--- config.mk ---
export PLATFORM = sky130hd
export DESIGN_NAME = acc_move_unit
export DESIGN_NICKNAME = d
export VERILOG_FILES = /design/src/rtl/acc_mv_pkg.sv /design/src/rtl/acc_scaler.sv /design/src/rtl/acc_limiter.sv /design/src/rtl/acc_read_path.sv /design/src/rtl/acc_widener.sv /design/src/rtl/cc_flag_reg.sv /design/src/rtl/acc_move_unit.sv
export SDC_FILE = /design/constraint.sdc
export NUM_CORES = 1
export LEC_CHECK = 0
export BUFFER_PORTS_ARGS = -buffer_cell sky130_fd_sc_hd__buf_2
export CORE_AREA = 2 2 80 82
export DETAILED_ROUTE_END_ITERATION = 8
export DIE_AREA = 0 0 82 84
export PLACE_DENSITY = 0.9
export SYNTH_ARGS = -nofsm -noshare
export SYNTH_HDL_FRONTEND = slang
export SYNTH_SLANG_ARGS = --single-unit
--- constraint.sdc ---
create_clock -name clk -period 5.3 [get_ports clk]
set_input_delay 0.265 -clock clk [delete_from_list [all_inputs] [get_ports clk]]
set_output_delay 0.265 -clock clk [all_outputs]
set_load 0.05 [all_outputs]
--- src/rtl/acc_mv_pkg.sv ---
// Package: shared encodings for the accumulator move unit.
// Assumes the flag vector is ordered L,E,U,N,Z,V,C from bit 6 down to bit 0.
package acc_mv_pkg;

    typedef enum logic [1:0] {
        SRC_FULL = 2'b00,
        SRC_HIGH = 2'b01,
        SRC_LOW  = 2'b10,
        SRC_LOW2 = 2'b11
    } src_sel_e;

    typedef enum logic [1:0] {
        SCL_NONE = 2'b00,
        SCL_DOWN = 2'b01,
        SCL_UP   = 2'b10,
        SCL_RSVD = 2'b11
    } scale_e;

    localparam int FLAG_W  = 7;
    localparam int FLAG_L  = 6;

endpackage

--- src/rtl/acc_scaler.sv ---
// acc_scaler: applies the status-register scaling mode to a full accumulator.
// Assumes the mode is decoded per acc_mv_pkg::scale_e; the reserved code is a pass.
module acc_scaler #(
    parameter int ACC_W = 56
) (
    input  logic [ACC_W-1:0] acc_in,
    input  logic [1:0]       mode,
    output logic [ACC_W-1:0] acc_out
);
    import acc_mv_pkg::*;

    // Select the one-bit shift variant requested by the mode.
    always_comb begin
        unique case (scale_e'(mode))
            SCL_DOWN: acc_out = {acc_in[ACC_W-1], acc_in[ACC_W-1:1]};
            SCL_UP:   acc_out = {acc_in[ACC_W-2:0], 1'b0};
            default:  acc_out = acc_in;
        endcase
    end
endmodule

--- src/rtl/acc_limiter.sv ---
// acc_limiter: decides whether a scaled accumulator fits one word and saturates it if not.
// Assumes ACC_W = EXT_W + 2*WORD_W and NARROW_W < WORD_W.
module acc_limiter #(
    parameter int EXT_W    = 8,
    parameter int WORD_W   = 24,
    parameter int NARROW_W = 16
) (
    input  logic [EXT_W+2*WORD_W-1:0] scaled,
    output logic [WORD_W-1:0]         word_out,
    output logic                      in_use
);
    localparam int ACC_W  = EXT_W + 2*WORD_W;
    localparam int CHK_LO = 2*WORD_W - 1;
    localparam int CHK_W  = ACC_W - CHK_LO;

    logic [CHK_W-1:0]  top_bits;
    logic [WORD_W-1:0] pos_sat;
    logic [WORD_W-1:0] neg_sat;

    // Gather the extension plus the high-word sign bit for the fit test.
    always_comb begin
        top_bits = scaled[ACC_W-1:CHK_LO];
        in_use   = !((top_bits == '0) || (top_bits == '1));
    end

    // Build the two saturation constants for the word width.
    always_comb begin
        pos_sat = {1'b0, {(WORD_W-1){1'b1}}};
        neg_sat = {1'b1, {(WORD_W-1){1'b0}}};
    end

    // Pick the high word or the constant matching the sign.
    always_comb begin
        if (!in_use)
            word_out = scaled[2*WORD_W-1:WORD_W];
        else if (scaled[ACC_W-1])
            word_out = neg_sat;
        else
            word_out = pos_sat;
    end
endmodule

--- src/rtl/acc_read_path.sv ---
// acc_read_path: full read-side path from accumulator to destination word.
// Assumes partial sources bypass scaling and limiting; narrow results are zero-padded.
module acc_read_path #(
    parameter int EXT_W    = 8,
    parameter int WORD_W   = 24,
    parameter int NARROW_W = 16
) (
    input  logic [EXT_W+2*WORD_W-1:0] acc_in,
    input  logic [1:0]                src_sel,
    input  logic [1:0]                mode,
    input  logic                      dst_narrow,
    output logic [WORD_W-1:0]         data_out,
    output logic                      limited
);
    import acc_mv_pkg::*;

    localparam int ACC_W = EXT_W + 2*WORD_W;
    localparam int PAD_W = WORD_W - NARROW_W;

    logic [ACC_W-1:0]  scaled;
    logic [WORD_W-1:0] lim_word;
    logic              ovf;
    logic [WORD_W-1:0] pre_trunc;

    acc_scaler #(.ACC_W(ACC_W)) u_scale (
        .acc_in  (acc_in),
        .mode    (mode),
        .acc_out (scaled)
    );

    acc_limiter #(.EXT_W(EXT_W), .WORD_W(WORD_W), .NARROW_W(NARROW_W)) u_lim (
        .scaled   (scaled),
        .word_out (lim_word),
        .in_use   (ovf)
    );

    // Route the full-accumulator result or a raw partial word.
    always_comb begin
        unique case (src_sel_e'(src_sel))
            SRC_FULL: begin
                pre_trunc = lim_word;
                limited   = ovf;
            end
            SRC_HIGH: begin
                pre_trunc = acc_in[2*WORD_W-1:WORD_W];
                limited   = 1'b0;
            end
            default: begin
                pre_trunc = acc_in[WORD_W-1:0];
                limited   = 1'b0;
            end
        endcase
    end

    // Keep only the narrow field when the destination is 16 bits.
    generate
        if (PAD_W > 0) begin : g_pad
            always_comb begin
                if (dst_narrow)
                    data_out = {{PAD_W{1'b0}}, pre_trunc[NARROW_W-1:0]};
                else
                    data_out = pre_trunc;
            end
        end else begin : g_nopad
            always_comb data_out = pre_trunc;
        end
    endgenerate
endmodule

--- src/rtl/acc_widener.sv ---
// acc_widener: write-side widening of a 16- or 24-bit source.
// Assumes a 16-bit source sits in the low bits of the source word.
module acc_widener #(
    parameter int EXT_W    = 8,
    parameter int WORD_W   = 24,
    parameter int NARROW_W = 16
) (
    input  logic [WORD_W-1:0]         src,
    input  logic                      src_narrow,
    output logic [EXT_W+2*WORD_W-1:0] acc_out,
    output logic [WORD_W-1:0]         reg_out
);
    localparam int PAD_W = WORD_W - NARROW_W;

    logic [WORD_W-1:0] word24;

    // Zero-extend a narrow source to a full word; keep a word source as is.
    always_comb begin
        if (src_narrow)
            word24 = {{PAD_W{1'b0}}, src[NARROW_W-1:0]};
        else
            word24 = src;
    end

    // Produce both destination forms from the common word.
    always_comb begin
        reg_out = word24;
        acc_out = {{EXT_W{word24[WORD_W-1]}}, word24, {WORD_W{1'b0}}};
    end
endmodule

--- src/rtl/cc_flag_reg.sv ---
// cc_flag_reg: condition-code flag register with a sticky limit bit.
// Assumes a direct load outranks limit setting, which outranks clearing.
module cc_flag_reg #(
    parameter int FLAG_W = 7,
    parameter int L_IDX  = 6
) (
    input  logic              clk,
    input  logic              rst_n,
    input  logic              load,
    input  logic [FLAG_W-1:0] load_val,
    input  logic              limit_evt,
    input  logic              clear_l,
    output logic [FLAG_W-1:0] flags
);
    // Update the flags on each edge by priority: reset, load, limit, clear.
    always_ff @(posedge clk) begin
        if (!rst_n)
            flags <= '0;
        else if (load)
            flags <= load_val;
        else if (limit_evt)
            flags[L_IDX] <= 1'b1;
        else if (clear_l)
            flags[L_IDX] <= 1'b0;
    end
endmodule

--- src/rtl/acc_move_unit.sv ---
// acc_move_unit: top of the accumulator move data path.
// Assumes one read-side and one write-side transfer per cycle, already decoded.
module acc_move_unit #(
    parameter int EXT_W    = 8,
    parameter int WORD_W   = 24,
    parameter int NARROW_W = 16
) (
    input  logic                      clk,
    input  logic                      rst_n,
    input  logic                      rd_valid,
    input  logic [1:0]                rd_src_sel,
    input  logic [1:0]                scale_mode,
    input  logic                      rd_dst_narrow,
    input  logic [EXT_W+2*WORD_W-1:0] rd_acc,
    output logic [WORD_W-1:0]         rd_data,
    output logic                      rd_limited,
    input  logic [WORD_W-1:0]         wr_src,
    input  logic                      wr_src_narrow,
    input  logic                      wr_to_acc,
    output logic [EXT_W+2*WORD_W-1:0] wr_acc,
    output logic [WORD_W-1:0]         wr_reg,
    input  logic                      ccr_load,
    input  logic                      l_clear,
    output logic [6:0]                cc_flags
);
    import acc_mv_pkg::*;

    logic limit_evt;

    acc_read_path #(.EXT_W(EXT_W), .WORD_W(WORD_W), .NARROW_W(NARROW_W)) u_rd (
        .acc_in     (rd_acc),
        .src_sel    (rd_src_sel),
        .mode       (scale_mode),
        .dst_narrow (rd_dst_narrow),
        .data_out   (rd_data),
        .limited    (rd_limited)
    );

    acc_widener #(.EXT_W(EXT_W), .WORD_W(WORD_W), .NARROW_W(NARROW_W)) u_wr (
        .src        (wr_src),
        .src_narrow (wr_src_narrow),
        .acc_out    (wr_acc),
        .reg_out    (wr_reg)
    );

    // Only a real read that limits may set the sticky flag.
    always_comb limit_evt = rd_valid && rd_limited;

    cc_flag_reg #(.FLAG_W(FLAG_W), .L_IDX(FLAG_L)) u_cc (
        .clk       (clk),
        .rst_n     (rst_n),
        .load      (ccr_load),
        .load_val  (wr_src[FLAG_W-1:0]),
        .limit_evt (limit_evt),
        .clear_l   (l_clear),
        .flags     (cc_flags)
    );
endmodule

==> results of run 1 <==
[cells in the final DEF (no fill, tap or decap), types with 2 or more instances in the layout]
cell       Yosys  layout
nand4_1        3       3
nor2b_1       21      21
clkbuf_8       0       3
buf_2          1     151
inv_1          6       6
a221o_2        2       2
or2b_1         3       3
a2bb2oi_2     10      10
a211oi_1      16      16
nand2_1       41      41
a221o_1       13      13
a22oi_1       20      20
a21oi_1        3       3
a2bb2oi_1      6       6
o21ai_0       18      18
dfxtp_1        7       7
a311oi_1       7       7
nand2b_1       5       5
o2111ai_1      8       8
nor2_1        18      18
mux2i_1        6       6
conb_1         1      24
[layout make-up]
| type | count | area [um^2] | share of cell area, % |
|---|---|---|---|
| Multi-Input combinational cell | 236 | 1600 | 60.2 |
| Inverter | 6 | 22.5 | 0.846 |
| Tap cell | 77 | 96.3 | 3.62 |
| Sequential cell | 7 | 140 | 5.27 |
| Timing Repair Buffer | 151 | 756 | 28.4 |
| Clock buffer | 4 | 45.0 | 1.69 |
[worst paths after layout]
path	start	endpoint	slack, ns
max	scale_mode[1]	rd_data[2]	1.27
min	wr_src[3]	u_cc.flags[3]	0.33
max reg2reg	u_cc.flags[6]	u_cc.flags[6]	4.61
min reg2reg	u_cc.flags[2]	u_cc.flags[2]	0.51
[power by group through the flow]
stage / combinational (mW) / clock (mW) / sequential [mW]
after global placement: 0.389 / 0 / 0.0585
final: 0.398 / 0.0760 / 0.0579
after detailed placement: 0.396 / 0 / 0.0587
after global routing: 0.423 / 0.0815 / 0.0582
after CTS: 0.397 / 0.0798 / 0.0579
after floorplan: 0.363 / 0 / 0.0702
[per-layer routing]
metal | vias up | share of wire [%] | global-route usage, %
met5 | - | 0 | 0
met4 | 0 | 0.42 | 1.82
met3 | 8 | 7.8 | 2.06
met2 | 146 | 51 | 35.6
met1 | 1210 | 40 | 22.1
li1 | 1255 | - | -
[metrics by stage]
| stage | hold slack (ns) | instances |
|---|---|---|
| 2_1_floorplan | 0.393 | 346 |
| 3_3_place_gp | 0.492 | 477 |
| 3_5_place_dp | 0.505 | 477 |
| 4_1_cts | 0.322 | 481 |
| 5_1_grt | 0.350 | 481 |
| 6_report | 0.326 | 481 |
[worst max-delay path, stage by stage]
cell and delay [ns]:
buf_2 0.11, inv_1 0.05, ha_1 0.92, a221o_1 0.30, nand4_1 0.19, o41ai_4 0.58, and2_1 0.79, a2bb2oi_1 0.26
buf_2 0.29
[kinds of logic (layout without fill, tap and decap cells)]
| logic type | count (synthesis) | after routing |
|---|---|---|
| buf+inv | 103 | 161 |
| compound gates | 107 | 107 |
| other cells | 1 | 24 |
| flops | 7 | 7 |
| simple gates | 96 | 96 |
| mux | 7 | 7 |
| fa+ha+maj | 2 | 2 |
==> flow_summary.toml, run 1 <==
[routing]
via_count = 2619
vias_per_cell = 5.44
drtAntennaViolNets = 0
route.detailed.wl_per_inst_um = 14.4
first_iter_violations = 183
detailedRoute.firstPassIterationCount = 4
remaining_drc_errors = 0
postRouteWirelength_mm = 6.94

[floorplan]
ioPinCount = 204
die_width_um = 82
core-area_um2 = 6100
die-area_um2 = 6890
die_h_um = 84
floorplan.initialDensity_pct = 38.8
std_cell_rows = 29

[pwr]
p_total_mw = 0.531
p_sw_mw = 0.314
peakVddDrop_v = 0.000126
sequentialPowerShare_pct = 10.9
power_density_nw_per_um2 = 200
power.switching_fraction_pct = 59.1
power.share.clock_pct = 14.3
power.leakage_nw = 1.32
internal_power_mw = 0.218
pwr-share-comb_pct = 74.8

[synthesis]
synthesis.area_per_instance_um2 = 7.32
synth_most_common_cell = "buf_4"
synthesis.yosys.warnings = 0
yosys_register_bits = 7
yosysTopAreaCell = "buf_4"
async_reset_ff_share_pct = 0
synth_commonest_cells = "73 x buf_4, 41 x nand2_1, 21 x nor2b_1"
post-synth-top-area-fraction_pct = 23.2
post_synth_adder_cell_area_pct = 1.06
ys_top_cells_by_area = "buf_4 23%, nand2_1 6.5%, a22oi_1 6.3%"
synth.distinct_cells = 38
synth_enable_flop_cells = 0
parity_gate_share_of_the_synthesized_area_counting_xor_and_xnor_cells_pct = 0
synth_simple_gate_area_share_pct = 20.4
synth-seq-area-share_pct = 5.93
muxShareOfSynthArea_pct = 3.49
netlist_instances = 323
complex_gate_fraction_of_the_synthesized_area_pct = 38.9
dominant_combinational_cell_family_by_area_after_synthesis = "compound AO/OA/AOI/OAI gates"
dominantRegCellSynth = "dfxtp_1"
mappedNetlistArea_um2 = 2360

[place]
pre_cts_ws_ns = 1.29
gp_routability_congestion = 0.870
place_hpwl_mm = 5.36
placed_area_um2 = 2620
io_buffers = 151

[grt]
grt_pass1_wl_mm = 10.5
grt_antenna_before_repair = 0
grt_start_max_net_pins = 59
first_global_vias = 2288
grtUsageTotal_pct = 18.5
gr-total-overflow = 0

[timing]
slew-limit-headroom_pct = 22.2
share_of_the_cycle_needed_by_the_critical_path_after_routing_pct = 76.1
max_clock_freq_mhz = 248
final_hold_viol_count = 0
final-max-slew-violation-count = 0
setup_viol_count_final = 0
clock-skew-final_ns = 0
final.setup.worst_slack_ns = 1.27
timing.final.crit_period_ns = 4.03
worst_pin_slew_ns = 1.17
grt_setup_unrepaired = "false"
fin_setup_tns_ns = 0

[critical_path]
worstSetupStartpointType = "primary input"
cp_max_fo = 32
worstSetupPathType = "primary input to primary output"
worst_setup_path_end_kind = "primary output"
critPathRequiredTime_ns = 5.04
worst_ep_arrival_time_ns = 3.77
ff2ff_path_depth = 2

[cts]
clock_tree.buffer_depth = 2
htree_num_levels = 1
cts_inserted_buffers = 3
clk-insertion-delay-late_ns = 0.23
cts_sinks = 7
ctsResizeCount = 0
cts_tree = "done"
clock_tree_root = "clkbuf_8"
postCtsSetupBuffers = 0
hold_buffers = 0
clk_pin_slew_worst_paths_ns = 0.04

[cells_and_area]
finalCoreUtilization_pct = 43.7
top_register = "u_cc.flags"
largest_reg_flops = 7
syn_to_final_growth_pct = 12.5
largest_registers = "u_cc.flags x7"
num_antenna_cells = 0
layout.cell_area.non_filler_um2 = 2660
fillCellCount = 617
nNetsFinal = 499
post_route_cells_drive_above_1_share_pct = 43.1

[worst_hold_path]
holdPathStages = 3
holdCritPathClass = "primary input to register"

[run]
max_cap_violations = 0

[run_status]
status = "finished, final reports clean"
Note: power is estimated with default switching activity, not from simulation.
==> run 2: changes to the inputs <==
Settings changed: ABC_AREA set to 1, CORE_AREA 2 2 80 82 to not set, CORE_ASPECT_RATIO set to 0.8, CORE_UTILIZATION set to 35, DIE_AREA 0 0 82 84 to not set, PLACE_DENSITY 0.9 to 0.86.
Clock period 5.3 ns to 3.28 ns, I/O delays scaled along.
==> run 2 against run 1 <==
  * Register-to-register slack worse by 2.1 ns
  * Final cell count increased by 18%
  * Cell area down 1.6%
  * Via count increased by 2.4%
  * Synthesized area decreased by 3.3%
  * Sequential power increased by 63%
  * First-iteration DRC count fell by 28%
  * Sequential share of layout area is 0.088 points higher
  * Worst hold slack worse by 0.14 ns
  * Critical path depth grew 6
  * Synthesized cell count increased by 24%
==> flow_summary.toml, run 2 <==
[run_status]
status = "finished, final reports clean"

[pwr]
p_sw_mw = 0.520
pwr-share-comb_pct = 74.4
power.leakage_nw = 1.46
power_density_nw_per_um2 = 323
sequentialPowerShare_pct = 11.1
power.switching_fraction_pct = 61.5
internal_power_mw = 0.325
peakVddDrop_v = 0.000175
power.share.clock_pct = 14.5

[timing]
final-max-slew-violation-count = 0
share_of_the_cycle_needed_by_the_critical_path_after_routing_pct = 82.9
timing.final.crit_period_ns = 2.72
setup_viol_count_final = 0
grt_setup_unrepaired = "false"
worst_pin_slew_ns = 0.619
final_hold_viol_count = 0
slew-limit-headroom_pct = 58.6
final.setup.worst_slack_ns = 0.560
clock-skew-final_ns = 0
fin_setup_tns_ns = 0
worst_hold_slack_ns = 0.189
max_clock_freq_mhz = 368

[cts]
cts_tree = "done"
clk-insertion-delay-late_ns = 0.23
ctsResizeCount = 0
hold_buffers = 0
htree_num_levels = 1
postCtsSetupBuffers = 0
cts_sinks = 7
cts_inserted_buffers = 3
clock_tree_root = "clkbuf_8"
clock_tree.buffer_depth = 2
clk_pin_slew_worst_paths_ns = 0.04

[synthesis]
synthesis.yosys.warnings = 0
synth-seq-area-share_pct = 6.13
dominantRegCellSynth = "dfxtp_1"
yosys_register_bits = 7
synth.distinct_cells = 29
async_reset_ff_share_pct = 0
netlist_instances = 400
post-synth-top-area-fraction_pct = 24.3
ys_top_cells_by_area = "buf_4 24%, nand2_1 14%, o21ai_0 8.5%"
synth_enable_flop_cells = 0
mappedNetlistArea_um2 = 2290
synth_most_common_cell = "nand2_1"
yosysTopAreaCell = "buf_4"
synth_commonest_cells = "83 x nand2_1, 74 x buf_4, 42 x inv_1"
synthesis.area_per_instance_um2 = 5.72

[grt]
grtUsageTotal_pct = 17.8
first_global_vias = 2317
gr-total-overflow = 0
grt_start_max_net_pins = 47
grt_pass1_wl_mm = 10.1
grt_antenna_before_repair = 0

[routing]
via_count = 2682
postRouteWirelength_mm = 6.65
remaining_drc_errors = 0
vias_per_cell = 4.74
route.detailed.wl_per_inst_um = 11.7
drtAntennaViolNets = 0
detailedRoute.firstPassIterationCount = 5
first_iter_violations = 131

[cells_and_area]
top_register = "u_cc.flags"
layout.cells.most_common = "buf_2"
nNetsFinal = 580
largest_registers = "u_cc.flags x7"
num_antenna_cells = 0
post_route_cells_drive_above_1_share_pct = 38.6
largest_reg_flops = 7
syn_to_final_growth_pct = 14.4
instances_no_fill = 566
finalCoreUtilization_pct = 42.9
most-common-layout-cells = "151 x buf_2, 83 x nand2_1, 42 x inv_1"

[run]
max_cap_violations = 0

[place]
gp_routability_congestion = 0.836
place_hpwl_mm = 5.45
placed_instances = 562
io_buffers = 151
pre_cts_ws_ns = 0.561

[critical_path]
reg2reg_setup_slack_ns = 2.56
worst_ep_arrival_time_ns = 2.56
worstSetupPathType = "primary input to primary output"
cp_max_fo = 18
worstSetupStartpointType = "primary input"
critPathRequiredTime_ns = 3.12
worst_setup_path_end_kind = "primary output"

[floorplan]
std_cell_rows = 25
ioPinCount = 204
die_width_um = 92.4
die_h_um = 74.3
floorplan.initialDensity_pct = 37.5
core-area_um2 = 6100
die-area_um2 = 6860

[worst_hold_path]
holdCritPathClass = "primary input to register"
[run 2: metrics by stage]
stage,instance area [um^2],power (mW)
2_1_floorplan,2370,0.700
3_3_place_gp,2570,0.714
3_5_place_dp,2570,0.724
4_1_cts,2620,0.850
5_1_grt,2620,0.906
6_report,2620,0.845
[run 2: power groups by stage]
stage	Combinational [mW]	Clock (mW)	Sequential, mW
after detailed placement	0.629	0	0.0955
after floorplan	0.584	0	0.116
after CTS	0.630	0.127	0.0940
after global routing	0.676	0.135	0.0948
final	0.629	0.123	0.0941
after global placement	0.619	0	0.0950
[run 2: final timing paths]
check / depth (start not counted) / from / to
max reg2reg: 4 / u_cc.flags[6] / u_cc.flags[6]
max: 15 / scale_mode[0] / rd_data[3]
min reg2reg: 2 / u_cc.flags[5] / u_cc.flags[5]
min: 3 / wr_src[3] / u_cc.flags[3]
[run 2: cells by family (layout without fill, tap and decap cells)]
group           after synthesis  after routing  share of synthesized area [%]
flops                         7              7                           6.13
simple gates                136            136                           24.9
fa+ha+maj                     2              2                           1.09
other cells                   1             24                          0.164
compound gates              115            115                           31.0
buf+inv                     139            201                           36.7
[run 2: worst max-delay path: stages]
cell and delay (ns):
buf_2 0.09, inv_1 0.04, ha_1 0.31, inv_2 0.21
or2_2 0.16, nand2_1 0.06, nor2_1 0.10, nand2_1 0.09
o21ai_2 0.21, inv_2 0.06, nor2_4 0.27, buf_4 0.29
o21ai_1 0.10, o211ai_1 0.10, buf_2 0.30
[run 2: area by class of cell]
type                            instances  area (um^2)
Clock buffer                            4         45.0
Fill cell                             683         3480
Inverter                               44          165
Multi-Input combinational cell        277         1400
Sequential cell                         7          140
Tap cell                               81          101
Timing Repair Buffer                  153          771
[run 2: layer usage]
layer / wire length (um) / global-route usage, %
met1: 2790 / 22.5
met2: 3360 / 33.6
met3: 503 / 1.64
met4: 0 / 2.95
met5: 0 / 0
==> run 3: changes to the inputs <==
Settings changed: ABC_AREA 1 to 0, CORE_UTILIZATION 35 to 36, PLACE_DENSITY 0.86 to 0.87.
Clock period 3.28 ns to 2.2 ns, I/O delays scaled along.
==> run 3 against run 2 <==
  * The run now ends with DRC, setup timing left
  * Largest cell class unchanged
  * Wire length grew 26%
  * Sequential share of layout area shrank 1.4 points
  * Register-to-register slack worse by 1.0 ns
  * Setup slack got worse by 0.74 ns
  * Combinational power grew 96%
  * Utilization increased by 13 points
  * Count of clock-buffer cells in the layout stayed put
  * Global-route usage rose by 4.2 points
  * Critical endpoint is now rd_data[12]
  * Largest power group unchanged
==> flow_summary.toml, run 3 (synthesized netlist as in run 1, its figures left out) <==
[cells_and_area]
top_register = "u_cc.flags"
post_route_cells_drive_above_1_share_pct = 53.0
fillCellCount = 578
largest_reg_flops = 7
syn_to_final_growth_pct = 51.1
most-common-layout-cells = "124 x buf_2, 41 x nand2_1, 31 x buf_6"
num_antenna_cells = 0
largest_registers = "u_cc.flags x7"
nNetsFinal = 533
layout.cells.most_common = "buf_2"

[pwr]
power.share.clock_pct = 11.6
sequentialPowerShare_pct = 9.0
pwr-share-comb_pct = 79.4
peakVddDrop_v = 0.000177
p_sw_mw = 0.851
p_total_mw = 1.55
power.switching_fraction_pct = 54.8
power_density_nw_per_um2 = 435
internal_power_mw = 0.701
power.leakage_nw = 1.66

[cts]
clock_tree.buffer_depth = 2
clock_tree_root = "clkbuf_8"
clk-insertion-delay-late_ns = 0.22
clk_pin_slew_worst_paths_ns = 0.04
htree_num_levels = 1
cts_sinks = 7
cts_tree = "done"
cts_inserted_buffers = 3

[critical_path]
worst_ep_arrival_time_ns = 2.27
worstSetupPathType = "primary input to primary output"
critPathRequiredTime_ns = 2.09
worst_setup_path_end_kind = "primary output"
cp_max_fo = 6
timing.critical_path.slowest_stage_cell = "or4_4"
worst_path_largest_cell_delay_ns = 0.54
timing.critical_path.cells = "buf_8, inv_8, ha_4, buf_6, a221o_1, nand4_1, buf_4, or4_4, mux2i_4, buf_6, buf_12, a2bb2oi_2, buf_6"
crit_top_cell = "buf_6"
worstSetupStartpointType = "primary input"

[routing]
postRouteWirelength_mm = 8.39
first_iter_violations = 181
route.detailed.wl_per_inst_um = 16.1
remaining_drc_errors = 1
drtAntennaViolNets = 0
detailedRoute.firstPassIterationCount = 6
vias_per_cell = 5.48
via_count = 2859

[timing]
max_clock_freq_mhz = 420
worst_pin_slew_ns = 0.538
timing.final.crit_period_ns = 2.38
final-max-slew-violation-count = 0
share_of_the_cycle_needed_by_the_critical_path_after_routing_pct = 108
final_hold_viol_count = 0
fin_setup_tns_ns = -3.87
final.setup.worst_slack_ns = -0.181
setup_viol_count_final = 24
clock-skew-final_ns = 0
slew-limit-headroom_pct = 64.1
grt_setup_unrepaired = "true"

[grt]
met2_usage_pct = 40.7
grt_antenna_before_repair = 0
first_global_vias = 2456
grt_start_max_net_pins = 41
gr-usage-met3_pct = 2.04
grt_busiest_layer = "met2"
gr-total-overflow = 0
grt_pass1_wl_mm = 12.3
met1_track_usage_gr_pct = 27.3
grtUsageTotal_pct = 22.0

[floorplan]
floorplan.initialDensity_pct = 37.1
core-area_um2 = 6380
std_cell_rows = 26
die_width_um = 92.6
ioPinCount = 204
die_h_um = 74.5
die-area_um2 = 6900

[place]
io_buffers = 151
pre_cts_ws_ns = -0.324
place_hpwl_mm = 5.86
gp_routability_congestion = 0.881

[run_status]
failed_checks = "DRC, setup timing"
status = "complete, but fails checks"

[run]
max_cap_violations = 0

[worst_hold_path]
holdCritPathClass = "primary input to register"
## run 3: cell types whose count changed in the layout (fill, tap and decap cells not counted), sizes merged, moves of 13 or more
cell | before | now
a221o | 0 | 15
o211ai | 15 | 0
a21oi | 16 | 3
nor2b | 0 | 21
o22ai | 21 | 1
o21ai | 61 | 19
inv | 44 | 6
a2bb2oi | 0 | 16
buf | 153 | 185
a211oi | 0 | 16
nand2 | 85 | 41
a22oi | 0 | 20
## run 3: metal layers
layer  vias up  wire, um  part of all wire [%]
met3        23       538                   6.4
met4         0       200                   2.4
met5         -         0                     0
met1      1344      3380                    40
li1       1325         -                     -
met2       167      4280                    51
## run 3: repair_timing
item / 4_1_cts / 5_1_grt
hold buffers: 0 / 0
endpoints found under the setup margin: 24 / 26
buffers inserted: 13 / 0
gates resized for setup: 68 / 9
gates cloned: 4 / 0
pin swaps: 10 / 6
## run 3: final timing paths
kind / slack (ns) / to / start / cells past startpoint
max: -0.18 / rd_data[12] / scale_mode[0] / 13
min: 0.17 / u_cc.flags[4] / wr_src[4] / 3
max reg2reg: 1.53 / u_cc.flags[6] / u_cc.flags[6] / 2
min reg2reg: 0.52 / u_cc.flags[4] / u_cc.flags[4] / 2
## run 3: cell type report
cell class	count	area [um^2]	share of cell area [%]
clock buffers	4	45.0	1.26
multi-input cells	236	1930	53.9
well taps	84	105	2.94
repair buffers	185	1330	37.1
flip-flops and latches	7	140	3.92
inverters	6	30.0	0.840
## run 3: worst max-delay path: cells and delay by family
kind | cells | cell delay (ns)
compound gates | 2 | 0.18
fa+ha+maj | 1 | 0.30
buf+inv | 7 | 0.83
mux | 1 | 0.18
simple gates | 2 | 0.64
## run 3: metrics by stage
step	utilization [%]	cell area [um^2]	std cells	hold WS [ns]
5_1_grt	56.0	3570	522	0.186
3_3_place_gp	48.4	3090	503	0.221
6_report	56.0	3570	522	0.168
4_1_cts	55.4	3530	523	0.169
3_5_place_dp	48.4	3090	503	0.221
2_1_floorplan	-	2750	346	0.238
## run 3: power by group through the flow
stage / sequential [mW] / combinational [mW] / clock [mW]
after floorplan: 0.169 / 0.963 / 0
after global placement: 0.141 / 1.07 / 0
after detailed placement: 0.141 / 1.09 / 0
after CTS: 0.139 / 1.20 / 0.186
after global routing: 0.140 / 1.29 / 0.192
final: 0.140 / 1.23 / 0.180
